`src/rtl/idiv_pkg.sv`:
```
package idiv_pkg;
  typedef struct packed {
    logic rem_op;
    logic ext;
    logic sgn;
    logic dw;
  } idiv_op_t;
endpackage

```
`src/rtl/idiv_prep.sv`:
```
module idiv_prep
  import idiv_pkg::*;
#(
  parameter int XLEN  = 64,
  localparam int HALF  = XLEN / 2,
  localparam int DW    = 2 * XLEN,
  localparam int CNT_W = $clog2(DW + 1)
) (
  input  idiv_op_t          op_i,
  input  logic [XLEN-1:0]   ra_i,
  input  logic [XLEN-1:0]   rb_i,
  output logic [DW-1:0]     dvd_o,
  output logic [XLEN-1:0]   dsr_o,
  output logic [CNT_W-1:0]  iters_o,
  output logic              neg_a_o,
  output logic              neg_b_o,
  output logic              early_o
);
  logic [XLEN-1:0] a_w, b_w, a_neg, b_neg, a_mag, min_w, ones_w;
  logic [CNT_W-1:0] base;
  logic ext_eff;

  always_comb begin
    a_w    = op_i.dw ? ra_i : {{HALF{1'b0}}, ra_i[HALF-1:0]};
    b_w    = op_i.dw ? rb_i : {{HALF{1'b0}}, rb_i[HALF-1:0]};
    neg_a_o = op_i.sgn & (op_i.dw ? ra_i[XLEN-1] : ra_i[HALF-1]);
    neg_b_o = op_i.sgn & (op_i.dw ? rb_i[XLEN-1] : rb_i[HALF-1]);
    a_neg  = '0 - a_w;
    b_neg  = '0 - b_w;
    a_mag  = neg_a_o ? (op_i.dw ? a_neg : {{HALF{1'b0}}, a_neg[HALF-1:0]}) : a_w;
    dsr_o  = neg_b_o ? (op_i.dw ? b_neg : {{HALF{1'b0}}, b_neg[HALF-1:0]}) : b_w;
    // dividend left-aligned so that every mode shifts out its top bits first
    dvd_o  = op_i.dw ? {a_mag, {XLEN{1'b0}}} : {a_mag[HALF-1:0], {(DW-HALF){1'b0}}};
    min_w  = op_i.dw ? {1'b1, {(XLEN-1){1'b0}}} : {{HALF{1'b0}}, 1'b1, {(HALF-1){1'b0}}};
    ones_w = op_i.dw ? {XLEN{1'b1}} : {{HALF{1'b0}}, {HALF{1'b1}}};
    early_o = (b_w == '0) | (op_i.sgn & (a_w == min_w) & (b_w == ones_w));
    ext_eff = op_i.ext & ~op_i.rem_op;
    base    = op_i.dw ? CNT_W'(XLEN) : CNT_W'(HALF);
    iters_o = early_o ? '0 : (ext_eff ? base << 1 : base);
  end
endmodule

```
`src/rtl/idiv_core.sv`:
```
module idiv_core #(
  parameter int XLEN  = 64,
  localparam int DW    = 2 * XLEN,
  localparam int CNT_W = $clog2(DW + 1)
) (
  input  logic              clk_i,
  input  logic              rst_ni,
  input  logic              load_i,
  input  logic [DW-1:0]     dvd_i,
  input  logic [XLEN-1:0]   dsr_i,
  input  logic [CNT_W-1:0]  iters_i,
  output logic [DW-1:0]     quo_o,
  output logic [XLEN-1:0]   rem_o,
  output logic              idle_o
);
  logic [DW-1:0]    dvd_q;
  logic [XLEN-1:0]  rem_q, dsr_q;
  logic [CNT_W-1:0] cnt_q;
  logic [XLEN:0]    sh;
  logic [XLEN+1:0]  diff;
  logic             ge;

  always_comb begin
    sh   = {rem_q, dvd_q[DW-1]};
    diff = {1'b0, sh} - {2'b00, dsr_q};
    ge   = ~diff[XLEN+1];
  end

  always_ff @(posedge clk_i or negedge rst_ni) begin
    if (!rst_ni) begin
      dvd_q <= '0;
      rem_q <= '0;
      dsr_q <= '0;
      cnt_q <= '0;
    end else if (load_i) begin
      dvd_q <= dvd_i;
      rem_q <= '0;
      dsr_q <= dsr_i;
      cnt_q <= iters_i;
    end else if (cnt_q != '0) begin
      dvd_q <= {dvd_q[DW-2:0], ge};
      rem_q <= ge ? diff[XLEN-1:0] : sh[XLEN-1:0];
      cnt_q <= cnt_q - 1'b1;
    end
  end

  assign quo_o  = dvd_q;
  assign rem_o  = rem_q;
  assign idle_o = (cnt_q == '0);


  cnt_step_chk: assert property (@(posedge clk_i) disable iff (!rst_ni)
    (!load_i && cnt_q != '0) |=> cnt_q == $past(cnt_q) - 1'b1);

  rem_below_dsr_chk: assert property (@(posedge clk_i) disable iff (!rst_ni)
    (dsr_q == '0) || (rem_q < dsr_q));
endmodule

```
`src/rtl/idiv_post.sv`:
```
module idiv_post
  import idiv_pkg::*;
#(
  parameter int XLEN = 64,
  localparam int HALF = XLEN / 2,
  localparam int DW   = 2 * XLEN
) (
  input  idiv_op_t        op_i,
  input  logic [DW-1:0]   quo_i,
  input  logic [XLEN-1:0] rem_i,
  input  logic            neg_a_i,
  input  logic            neg_b_i,
  input  logic            early_i,
  output logic [XLEN-1:0] res_o,
  output logic            ovf_o
);
  logic neg_q, hi_nz, top_b, low_nz, q_ovf;
  logic [XLEN-1:0] q_val, r_val, raw;

  always_comb begin
    neg_q  = neg_a_i ^ neg_b_i;
    hi_nz  = op_i.dw ? |quo_i[DW-1:XLEN] : |quo_i[DW-1:HALF];
    top_b  = op_i.dw ? quo_i[XLEN-1] : quo_i[HALF-1];
    low_nz = op_i.dw ? |quo_i[XLEN-2:0] : |quo_i[HALF-2:0];
    // signed fit: magnitude up to 2^(W-1) only when the quotient is negative
    q_ovf  = op_i.sgn ? (hi_nz | (top_b & (~neg_q | low_nz))) : hi_nz;
    ovf_o  = early_i | (~op_i.rem_op & q_ovf);
    q_val  = neg_q ? '0 - quo_i[XLEN-1:0] : quo_i[XLEN-1:0];
    r_val  = neg_a_i ? '0 - rem_i : rem_i;
    raw    = op_i.rem_op ? r_val : q_val;
    if (ovf_o)          res_o = '0;
    else if (op_i.dw)   res_o = raw;
    else                res_o = {{HALF{1'b0}}, raw[HALF-1:0]};
  end
endmodule

```
`src/rtl/idiv_unit.sv`:
```
module idiv_unit
  import idiv_pkg::*;
#(
  parameter int XLEN = 64,
  localparam int DW    = 2 * XLEN,
  localparam int CNT_W = $clog2(DW + 1)
) (
  input  logic            clk_i,
  input  logic            rst_ni,
  input  logic            start_i,
  input  logic [3:0]      op_i,
  input  logic [XLEN-1:0] ra_i,
  input  logic [XLEN-1:0] rb_i,
  output logic [XLEN-1:0] result_o,
  output logic            done_o,
  output logic            ov_o,
  output logic            ov32_o,
  output logic            so_o
);
  typedef enum logic {ST_IDLE, ST_RUN} st_e;
  st_e state_q;

  idiv_op_t op_in, op_q;
  logic [DW-1:0]    p_dvd, c_quo;
  logic [XLEN-1:0]  p_dsr, c_rem, post_res;
  logic [CNT_W-1:0] p_iters;
  logic p_neg_a, p_neg_b, p_early, neg_a_q, neg_b_q, early_q;
  logic c_idle, post_ovf, accept, fin;

  assign op_in  = idiv_op_t'(op_i);
  assign accept = start_i & (state_q == ST_IDLE);
  assign fin    = (state_q == ST_RUN) & c_idle;

  idiv_prep #(.XLEN(XLEN)) u_prep (
    .op_i(op_in), .ra_i(ra_i), .rb_i(rb_i), .dvd_o(p_dvd), .dsr_o(p_dsr),
    .iters_o(p_iters), .neg_a_o(p_neg_a), .neg_b_o(p_neg_b), .early_o(p_early)
  );

  idiv_core #(.XLEN(XLEN)) u_core (
    .clk_i(clk_i), .rst_ni(rst_ni), .load_i(accept), .dvd_i(p_dvd),
    .dsr_i(p_dsr), .iters_i(p_iters), .quo_o(c_quo), .rem_o(c_rem), .idle_o(c_idle)
  );

  idiv_post #(.XLEN(XLEN)) u_post (
    .op_i(op_q), .quo_i(c_quo), .rem_i(c_rem), .neg_a_i(neg_a_q),
    .neg_b_i(neg_b_q), .early_i(early_q), .res_o(post_res), .ovf_o(post_ovf)
  );

  always_ff @(posedge clk_i or negedge rst_ni) begin
    if (!rst_ni) begin
      state_q  <= ST_IDLE;
      op_q     <= '0;
      neg_a_q  <= 1'b0;
      neg_b_q  <= 1'b0;
      early_q  <= 1'b0;
      result_o <= '0;
      done_o   <= 1'b0;
      ov_o     <= 1'b0;
      ov32_o   <= 1'b0;
      so_o     <= 1'b0;
    end else begin
      done_o <= fin;
      if (accept) begin
        state_q <= ST_RUN;
        op_q    <= op_in;
        neg_a_q <= p_neg_a;
        neg_b_q <= p_neg_b;
        early_q <= p_early;
      end else if (fin) begin
        state_q  <= ST_IDLE;
        result_o <= post_res;
        if (!op_q.rem_op) begin
          ov_o   <= post_ovf;
          ov32_o <= post_ovf;
          so_o   <= so_o | post_ovf;
        end
      end
    end
  end


  done_pulse_chk: assert property (@(posedge clk_i) disable iff (!rst_ni)
    done_o |=> !done_o);

  so_sticky_chk: assert property (@(posedge clk_i) disable iff (!rst_ni)
    so_o |=> so_o);

  ovf_zero_chk: assert property (@(posedge clk_i) disable iff (!rst_ni)
    (done_o && ov_o && !$past(op_q.rem_op)) |-> result_o == '0);

  early_exit_chk: assert property (@(posedge clk_i) disable iff (!rst_ni)
    (accept && p_early) |=> fin);

  busy_ignore_chk: assert property (@(posedge clk_i) disable iff (!rst_ni)
    (state_q == ST_RUN && !fin && start_i) |=> state_q == ST_RUN);

  rem_flags_chk: assert property (@(posedge clk_i) disable iff (!rst_ni)
    (fin && op_q.rem_op) |=> $stable(ov_o) && $stable(ov32_o) && $stable(so_o));
endmodule

```
`config.mk`:
```
export PLATFORM = sky130hd
export DESIGN_NAME = idiv_unit
export DESIGN_NICKNAME = d
export VERILOG_FILES = /design/src/rtl/idiv_pkg.sv /design/src/rtl/idiv_prep.sv /design/src/rtl/idiv_core.sv /design/src/rtl/idiv_post.sv /design/src/rtl/idiv_unit.sv
export SDC_FILE = /design/constraint.sdc
export NUM_CORES = 1
export LEC_CHECK = 0
export ABC_AREA = 1
export CORE_AREA = 2 2 349 351
export CTS_CLUSTER_DIAMETER = 40
export DETAILED_ROUTE_END_ITERATION = 12
export DIE_AREA = 0 0 351 353
export GPL_TIMING_DRIVEN = 0
export SETUP_SLACK_MARGIN = 0.05
export SYNTH_ARGS = -nofsm -noshare
export SYNTH_HDL_FRONTEND = slang
export SYNTH_SLANG_ARGS = --single-unit
```
`constraint.sdc`:
```
create_clock -name clk_i -period 3.1 [get_ports clk_i]
set_input_delay 0.62 -clock clk_i [delete_from_list [all_inputs] [get_ports clk_i]]
set_output_delay 0.62 -clock clk_i [all_outputs]
set_load 0.005 [all_outputs]
```
# Word level (Yosys, flattened, before mapping)
# Index checks and enable logic that the tools add are counted.
[totals] register_bits=338 latchBits=0 ramBits=0 mem_bits_ro=0 input_bits=135 out_inout_bits=68 memories=0
[classes] n_addsub=6 mul=0 div=0 order_cmp=0 n_eq_ne=2 shift=0 muxes=32 n_bitwise=21 reduce_logical=11
[ops] operator="$mux W64" n=16
[ops] operator="$mux W128" n=3
[ops] operator="$sub A1 B64 Y64 const A" n=4
[ops] operator="$eq A64 B64 Y1" n=2
[ops] operator="$reduce_or A96 Y1" n=1
[ops] operator="$sub A65 B64 Y66" n=1
[ops] operator="$logic_not A64 Y1" n=1
[ops] operator="$reduce_or A64 Y1" n=1
[ops] operator="$reduce_or A63 Y1" n=1
[ops] operator="$mux W8" n=4
[ops] operator="$reduce_or A31 Y1" n=1
[ops] operator="$and A1 B1 Y1" n=9
[ops] operator="$logic_not A8 Y1" n=1
[ops] operator="$mux W1" n=8
[ops] operator="$reduce_bool A8 Y1" n=1
[ops] operator="$sub A8 B1 Y8 const B" n=1
[ops] operator="$mux W7" n=1
[ops] operator="$not A1 Y1" n=6
[ops] operator="$or A1 B1 Y1" n=5
[ops] operator="$reduce_bool A2 Y1" n=2
[ops] operator="$reduce_and A3 Y1" n=1
[ops] operator="$reduce_and A2 Y1" n=1
[ops] operator="$xor A1 B1 Y1" n=1

# Logic depth before layout (Yosys ltp)
# Gate-level depths: netlist of run 1.
[logic_depth] depth_word=9 depth_mapped=19 depth_no_buf=18

# Hierarchy
# Synthesis of run 1 repeated with hierarchy kept, for this count alone.
[hier_totals] cells_unflattened=5502 area_unflattened_um2=32376.1
[modules_own_cells] mod="idiv_core" n_inst=1 cells_each=2591 area_per_inst_um2=17678.2 seq_area_each_um2=6606.3
[modules_own_cells] mod="idiv_prep" n_inst=1 cells_each=1288 area_per_inst_um2=6070.8 seq_area_each_um2=0.0
[modules_own_cells] mod="idiv_post" n_inst=1 cells_each=1307 area_per_inst_um2=5600.4 seq_area_each_um2=0.0
[modules_own_cells] mod="idiv_unit" n_inst=1 cells_each=316 area_per_inst_um2=3026.7 seq_area_each_um2=1876.8

# Worst setup path before layout of run 1
# Ideal clock, no wire load.
[synth_path] path_kind="register to register" startpoint="register u_core.rem_q[6], in the netlist u_core.rem_o[6]" endpoint="register u_core.rem_q[10], in the netlist u_core.rem_o[10]" t_arrival_ps=2093 t_required_ps=2970 setup_slack_ps=876 path_stages_with_launch=15 n_path_buf=1 synth_period_minus_slack_ps=2224 cell_sequence="dfrtp_1 > ha_1 > nand2_1 > inv_1 > a21oi_2 > nand3_2 > nand2_1 > nand2_2 > nand2_1 > nand2_2 > nand2_4 > clkbuf_1 > nand3_1 > nand3_1 > o21ai_1"
[synth_via] elab_chain_len=4
[synth_rtl] element="from (decl)" line="idiv_core.sv:17" text="logic [XLEN-1:0] rem_q, dsr_q;"
[synth_rtl] element="from (signal assigned)" line="idiv_core.sv:42" text="rem_q <= ge ? diff[XLEN-1:0] : sh[XLEN-1:0];"
[synth_rtl] element="$sub A65 B64 Y66" line="idiv_core.sv:25" text="diff = {1'b0, sh} - {2'b00, dsr_q};"
[synth_rtl] element="$mux W64" line="idiv_core.sv:42"
[synth_rtl] element="$mux W64" line="idiv_core.sv:40" text="end else if (cnt_q != '0) begin"
[synth_rtl] element="$mux W64" line="idiv_core.sv:35" text="end else if (load_i) begin"
# Every way passes these cells. The select of a mux whose other input is x is not followed.
# A chain may end at the register's enable or synchronous reset.

# Final worst setup path of run 1
[layout_path] startpoint="input port op_i[0]" endpoint="register u_core.dsr_q[41]"
[layout_via] elab_chain_len=4 word_cells_on_any_way=6 classes_between="add/sub: 1; mux: 4; bitwise: 1"
[layout_rtl] element="from (decl)" line="idiv_unit.sv:11" text="input logic [3:0] op_i,"
[layout_rtl] element="$mux W64" line="idiv_prep.sv:25" text="b_w = op_i.dw ? rb_i : {{HALF{1'b0}}, rb_i[HALF-1:0]};"
[layout_rtl] element="$sub A1 B64 Y64" line="idiv_prep.sv:29" text="b_neg = '0 - b_w;"
[layout_rtl] element="$mux W64" line="idiv_prep.sv:31" text="dsr_o = neg_b_o ? (op_i.dw ? b_neg : {{HALF{1'b0}}, b_neg[HALF-1:0]}) : b_w;"
[layout_rtl] element="$mux W64 (*)" line="idiv_prep.sv:31"
[layout_rtl] element="to (signal assigned)" line="idiv_core.sv:38" text="dsr_q <= dsr_i;"
[layout_rtl] element="to (decl)" line="idiv_core.sv:17"
# Every way passes the cells marked *; elsewhere a longest branch is shown, timed or not.

==> impl_metrics.yaml, run 1 <==
setup_path:
  crit_path_start_kind: "input pin"
  reg2reg_depth: 13
  timing.rr.end: "result_o[42]"
  reg2reg_slack_ns: 0.10
  max_stage_delay_ns: 0.73
  setup.worst_path.class: "input pin to flop"
  worstSetupStartpoint: "op_i[0]"
  required_ns: 3.57
  crit_path_end: "u_core.dsr_q[41]"
  cpMaxStageDelayCell: "clkbuf_1"
  timing.rr.start: "u_core.quo_o[28]"
  worstPathArrival_ns: 3.49
  crit_chain: "clkdlybuf4s50_1 > buf_2 > inv_1 > buf_2 > nor2_1 > inv_1 > clkbuf_1 > a21oi_1 > o21ai_0 > o21ai_0"
  endpoint_kind: "flop"
  crit_fanout: 10
yosys:
  syn-instance-count: 5034
  postSynth.asyncResetShare_pct: 100.0
  synth_cell_type_count: 57
  synth_fp_nets: 5242
  synth_ff_type: "dfrtp_1"
  synth_seq_cells: 338
  synth_edf_count: 0
  yosysWarnings: 0
  syn_area_mm2: 0.02991
  ys_seq_area_share_pct: 28.28
  avgSynthCellArea_um2: 5.941
finish:
  antennaDiodeCount: 0
  postLayoutCoreUtil_pct: 30.13
  stdcell_count: 6976
  nNetsFinal: 5514
  layout_common_cells: "nand2_1 (1,618), nor2_1 (630), inv_1 (612), nand3_1 (439), dfrtp_1 (326)"
  num-fill-cells: 13490
  syn_to_final_growth_pct: 21.51
  final_common_cell: "nand2_1"
  layout-drive-gt1-share_pct: 5.887
routing:
  wire_per_inst_um: 21.69
  drt_iter0_markers: 3505
  viasPerCell: 5.014
  ant_nets: 0
  wirelength_um: 151300
  drc: 0
  firstDrtPassIters: 6
  vias: 34980
global_route:
  grt_overflow_total: 0
  grt_pass1_wl_um: 218900
  grt_pass1_vias: 33150
  grt_max_degree: 115
  grt.total_usage_pct: 23.66
  antenna_found_initial: 1
sta:
  setup_viol: 0
  finalCriticalPeriod_ns: 3.015
  relSlewSlack_pct: 16.53
  hold_violations: 0
  fmax_mhz: 331.7
  skew_ns: 0.02733
  rsz0062_at_grt: "true"
  tns_ns: 0
  drv_slew: 0
  period_share_pct: 97.26
  worst_pin_slew_ns: 1.239
clock_network:
  clock-sinks: 338
  cts_inserted_buffers: 55
  cts-root-buf: "clkbuf_16"
  clkLatencyLatePin_ns: 0.62
  path_clk_slew_ns: 0.06
  cts_tree: "done"
  cts_buffer_depth: 3
  cts_htree_levels: 2
placement:
  dp_cells: 6864
  io_buffers: 202
  gp_congestion: 1.028
  hpwl_um: 125300
pwr:
  vdd_drop_max_mv: 0.4711
  power_w: 0.04437
  leakage_nw: 17.62
  powerDensity_mw_per_mm2: 1221
run:
  cap_violations: 0
worst_hold_path:
  hold_class: "flop to flop"
  hold_depth: 2
die:
  core-area_mm2: 0.1206
  dieArea_mm2: 0.1239
  die_y_um: 353
  start_util_pct: 24.80
  ios: 203
  num_rows: 128
  die_x_um: 351
outcome:
  outcome: "completed"
==> cell type report <==
type                            instances  area [um^2]  area share [%]
Buffer                                176        858.3           2.362
Timing Repair Buffer                  216         2207           6.074
Inverter                              629         2371           6.525
Tap cell                             1625         2033           5.595
Multi-Input combinational cell       3890        18470           50.82
Clock buffer                           66         1488           4.094
Sequential cell                       338         8473           23.32
Clock inverter                         36        439.2           1.209
==> kinds of logic (layout without fill, tap and decap cells) <==
kind of cell | after synthesis | count (layout) | synth area share [%]
and+or+nand+nor | 2978 | 2978 | 41.58
DFF | 338 | 338 | 28.28
buffers and inverters | 806 | 1123 | 10.69
AOI/OAI and AO/OA | 746 | 746 | 13.63
xor gates and xnor gates | 93 | 93 | 2.749
adders and majority gates | 73 | 73 | 3.079
==> timing repair <==
item,in CTS,in global routing
gates resized for setup,11,86
hold endpoints to repair,55,0
pin swaps,0,4
setup endpoints to repair,90,117
setup buffers,0,10
hold buffers,1,0
==> synthesized netlist by cell type, types with 7 or more instances <==
cell type,instances,area share [%]
a31oi_1,9,0.19
buf_1,19,0.24
o21a_1,7,0.18
dfrtp_1,338,28
a2bb2oi_1,9,0.26
nor2_2,15,0.31
nor3_1,52,0.87
or2_2,8,0.17
nand2_1,1625,20
nor4_1,13,0.27
buf_6,11,0.41
xor2_1,55,1.6
a21oi_1,209,3.5
and2_1,10,0.21
inv_1,614,7.7
nand3_1,449,7.5
o21ai_1,43,0.72
nand4_1,128,2.7
o21bai_1,9,0.23
o22ai_1,85,1.8
nand3b_1,20,0.50
buf_2,57,0.95
clkbuf_1,86,1.1
xnor2_1,37,1.1
o21ai_0,321,5.4
nand2_2,7,0.15
ha_1,72,3.0
a22oi_1,17,0.43
inv_2,14,0.18
o211ai_1,14,0.35
nor2_1,637,8.0
==> per-stage QoR <==
step / hold WS, ns / instance area (um^2) / setup WS [ns]
after global placement: 0.4523 / 33960 / -14.07
after detailed placement: 0.4667 / 34050 / -0.9447
final: 0.4751 / 36340 / 0.08504
after CTS: 0.4815 / 36010 / 0.06138
after global routing: 0.4981 / 36340 / 0.0005791
after floorplan: 0.3244 / 29910 / 0.8763
==> flip-flops by register name (all words and copies together) (netlist names) <==
register      flops
u_core.dsr_q     64
state_q           1
u_core.quo_o    128
op_q              3
u_core.rem_o     64
early_q           1
neg_a_q           1
neg_b_q           1
result_o         64
u_core.cnt_q      8
so_o              1
ov32_o            1
done_o            1
==> metal layers <==
layer	vias up	global-route usage (%)	part of all wire (%)
met1	16500	31.82	44
met3	287	3.208	6.8
li1	16830	-	-
met2	1355	38.00	45
met5	-	0	0
met4	0	9.657	4.7
==> where the power goes <==
part | leakage (nW) | internal (W) | switching [W]
logic | 12.4 | 0.00949 | 0.0196
registers | 4.32 | 0.00647 | 0.00236
clock network | 0.932 | 0.00398 | 0.00246
==> worst max-delay path: cells and delay by family <==
| kind | cells | cell delay, ns |
|---|---|---|
| simple gates | 1 | 0.16 |
| buf+inv | 6 | 2.23 |
| compound gates | 3 | 0.46 |
==> worst min path at each step <==
stage / slack [ns] / endpoint / startpoint
3_5_place_dp: 0.47 / result_o[35] / result_o[35]
3_3_place_gp: 0.45 / so_o / so_o
2_1_floorplan: 0.32 / done_o / rst_ni
4_1_cts: 0.48 / result_o[35] / result_o[35]
6_report: 0.48 / result_o[35] / result_o[35]
5_1_grt: 0.50 / result_o[32] / result_o[32]
Power figures use the tool's default switching activity.
==> run 2: changes to the inputs <==
Settings changed: CORE_AREA 2 2 349 351 to 3 3 350 352, DIE_AREA 0 0 351 353 to 0 0 353 355.
==> run 2 against run 1 <==
  * Power grew 1.3%
  * Fmax down 0.72%
  * Critical path type unchanged
  * Sequential power rose by 0.7%
  * Combinational power is essentially flat
  * Clock-buffer cell count up 7
  * Register-to-register slack improved by 0.04 ns
  * Global-route usage decreased by 0.21 points
  * Design area up 0.41%
  * First-iteration DRC count up 15%
  * Critical path depth shrank 1
  * Non-clock buffer count decreased by 1
==> impl_metrics.yaml, run 2 (synthesis gave the netlist of run 1 again) <==
sta:
  period_share_pct: 97.96
  tns_ns: 0
  setup_viol: 0
  hold_violations: 0
  setup_slack_ns: 0.06328
  rsz0062_at_grt: "true"
  relSlewSlack_pct: 20.20
  skew_ns: 0.03441
  worst_pin_slew_ns: 1.185
  fmax_mhz: 329.3
  drv_slew: 0
  finalCriticalPeriod_ns: 3.037
clock_network:
  cts_inserted_buffers: 58
  cts_buffer_depth: 3
  cts-root-buf: "clkbuf_16"
  cts_tree: "done"
  clkLatencyLatePin_ns: 0.63
  cts_htree_levels: 2
  clock-sinks: 338
  path_clk_slew_ns: 0.06
routing:
  drc: 0
  vias: 35340
  wirelength_um: 153600
  ant_nets: 0
  viasPerCell: 5.071
  drt_iter0_markers: 4022
  wire_per_inst_um: 22.04
  firstDrtPassIters: 9
die:
  dieArea_mm2: 0.1253
  num_rows: 127
  die_y_um: 355
  start_util_pct: 24.99
  ios: 203
  core-area_mm2: 0.1197
  die_x_um: 353
setup_path:
  crit_fanout: 10
  timing.rr.end: "result_o[15]"
  endpoint_kind: "flop"
  cp.buffers_inverters: 5
  crit_chain: "clkdlybuf4s50_1 > inv_1 > nor2_2 > inv_1 > clkbuf_1 > clkbuf_1 > a21oi_1 > o21ai_0 > o21ai_0"
  reg2reg_slack_ns: 0.14
  reg2reg_depth: 9
  cpMaxStageDelayCell: "clkbuf_1"
  setup.worst_path.class: "input pin to flop"
  crit_path_start_kind: "input pin"
  worstSetupStartpoint: "start_i"
  timing.rr.start: "neg_a_q"
  max_stage_delay_ns: 0.57
  worstPathArrival_ns: 3.46
  path_delay_family: "buffers and inverters"
  required_ns: 3.53
placement:
  hpwl_um: 126800
  placed_cell_area_mm2: 0.03403
  gp_congestion: 0.9937
  io_buffers: 202
  place_ws_ns: -0.7422
pwr:
  pwr-share-clk_pct: 15.0
  powerDensity_mw_per_mm2: 1232
  vdd_drop_max_mv: 0.4740
  power_frac_comb_pct: 65.3
  p_sw_w: 0.02472
  power.share.sequential_pct: 19.8
  internal_power_w: 0.02024
  switching_share_pct: 54.99
  leakage_nw: 17.64
run:
  cap_violations: 0
finish:
  syn_to_final_growth_pct: 22.00
  fin_area_mm2: 0.03649
  layout_common_cells: "nand2_1 (1,619), nor2_1 (631), inv_1 (611), nand3_1 (442), dfrtp_1 (330)"
  final_common_cell: "nand2_1"
  layout-drive-gt1-share_pct: 5.825
  nNetsFinal: 5516
  largest_reg_flops: 128
  postLayoutCoreUtil_pct: 30.49
global_route:
  grt.total_usage_pct: 23.45
  grt_max_degree: 120
  grt_pass1_wl_um: 221100
  grt_overflow_total: 0
  grt_pass1_vias: 32940
  antenna_found_initial: 1
worst_hold_path:
  hold_depth: 2
  min-delay-start: "so_o"
  hold_path_end: "so_o"
  hold_class: "flop to flop"
outcome:
  outcome: "completed"
==> run 2: worst min-delay path, cell delays in order (launching register included) <==
cell and delay [ns]:
dfrtp_1 0.34, inv_1 0.04, nand2_1 0.05
==> run 2: worst max path at each step <==
stage | slack [ns] | endpoint | cells past startpoint
floorplan | 0.88 | u_core.rem_o[10] | 14
global placement | -14.28 | u_core.dsr_q[10] | 1
detailed placement | -0.74 | state_q | 8
CTS | 0.05 | u_core.rem_o[38] | 14
global route | -0.002 | u_core.rem_o[62] | 16
finish | 0.06 | u_core.dsr_q[1] | 9
==> run 2: timing repair <==
item                       CTS  global route
hold endpoints to repair    54             0
setup endpoints to repair   20           174
resized for setup           10            85
hold buffers                 1             0
pin swaps                    0             3
setup buffers                0             8
==> run 2: power groups by stage <==
stage	sequential (W)	combinational, W	clock [W]
global placement	0.00882	0.0280	0
global route	0.00904	0.0323	0.00701
detailed placement	0.00880	0.0282	0
finish	0.00888	0.0293	0.00673
CTS	0.00876	0.0284	0.00681
floorplan	0.00771	0.0186	0
==> run 2: cell type report <==
type / count / area (um^2)
Inverter: 629 / 2370
Timing Repair Buffer: 214 / 2192
Sequential cell: 338 / 8468
Antenna cell: 1 / 2.502
Tap cell: 1612 / 2017
Buffer: 177 / 862.1
Multi-Input combinational cell: 3890 / 18520
Clock inverter: 35 / 414.1
Clock buffer: 73 / 1640
Fill cell: 13550 / 83170
==> run 2: per-layer routing <==
metal	global-route usage, %	up-vias	routed length, um
li1	-	16860	-
met1	31.58	16660	66400
met2	38.49	1566	69690
met3	2.962	260	11180
met4	8.505	0	6330
met5	0	-	0
==> run 2: metrics by stage <==
step	hold WS, ns	instances	power (W)
finish	0.4622	6969	0.04495
detailed placement	0.4550	6851	0.03697
CTS	0.4698	6960	0.04392
global placement	0.4541	6848	0.03682
floorplan	0.3244	5034	0.02634
global route	0.5072	6968	0.04833
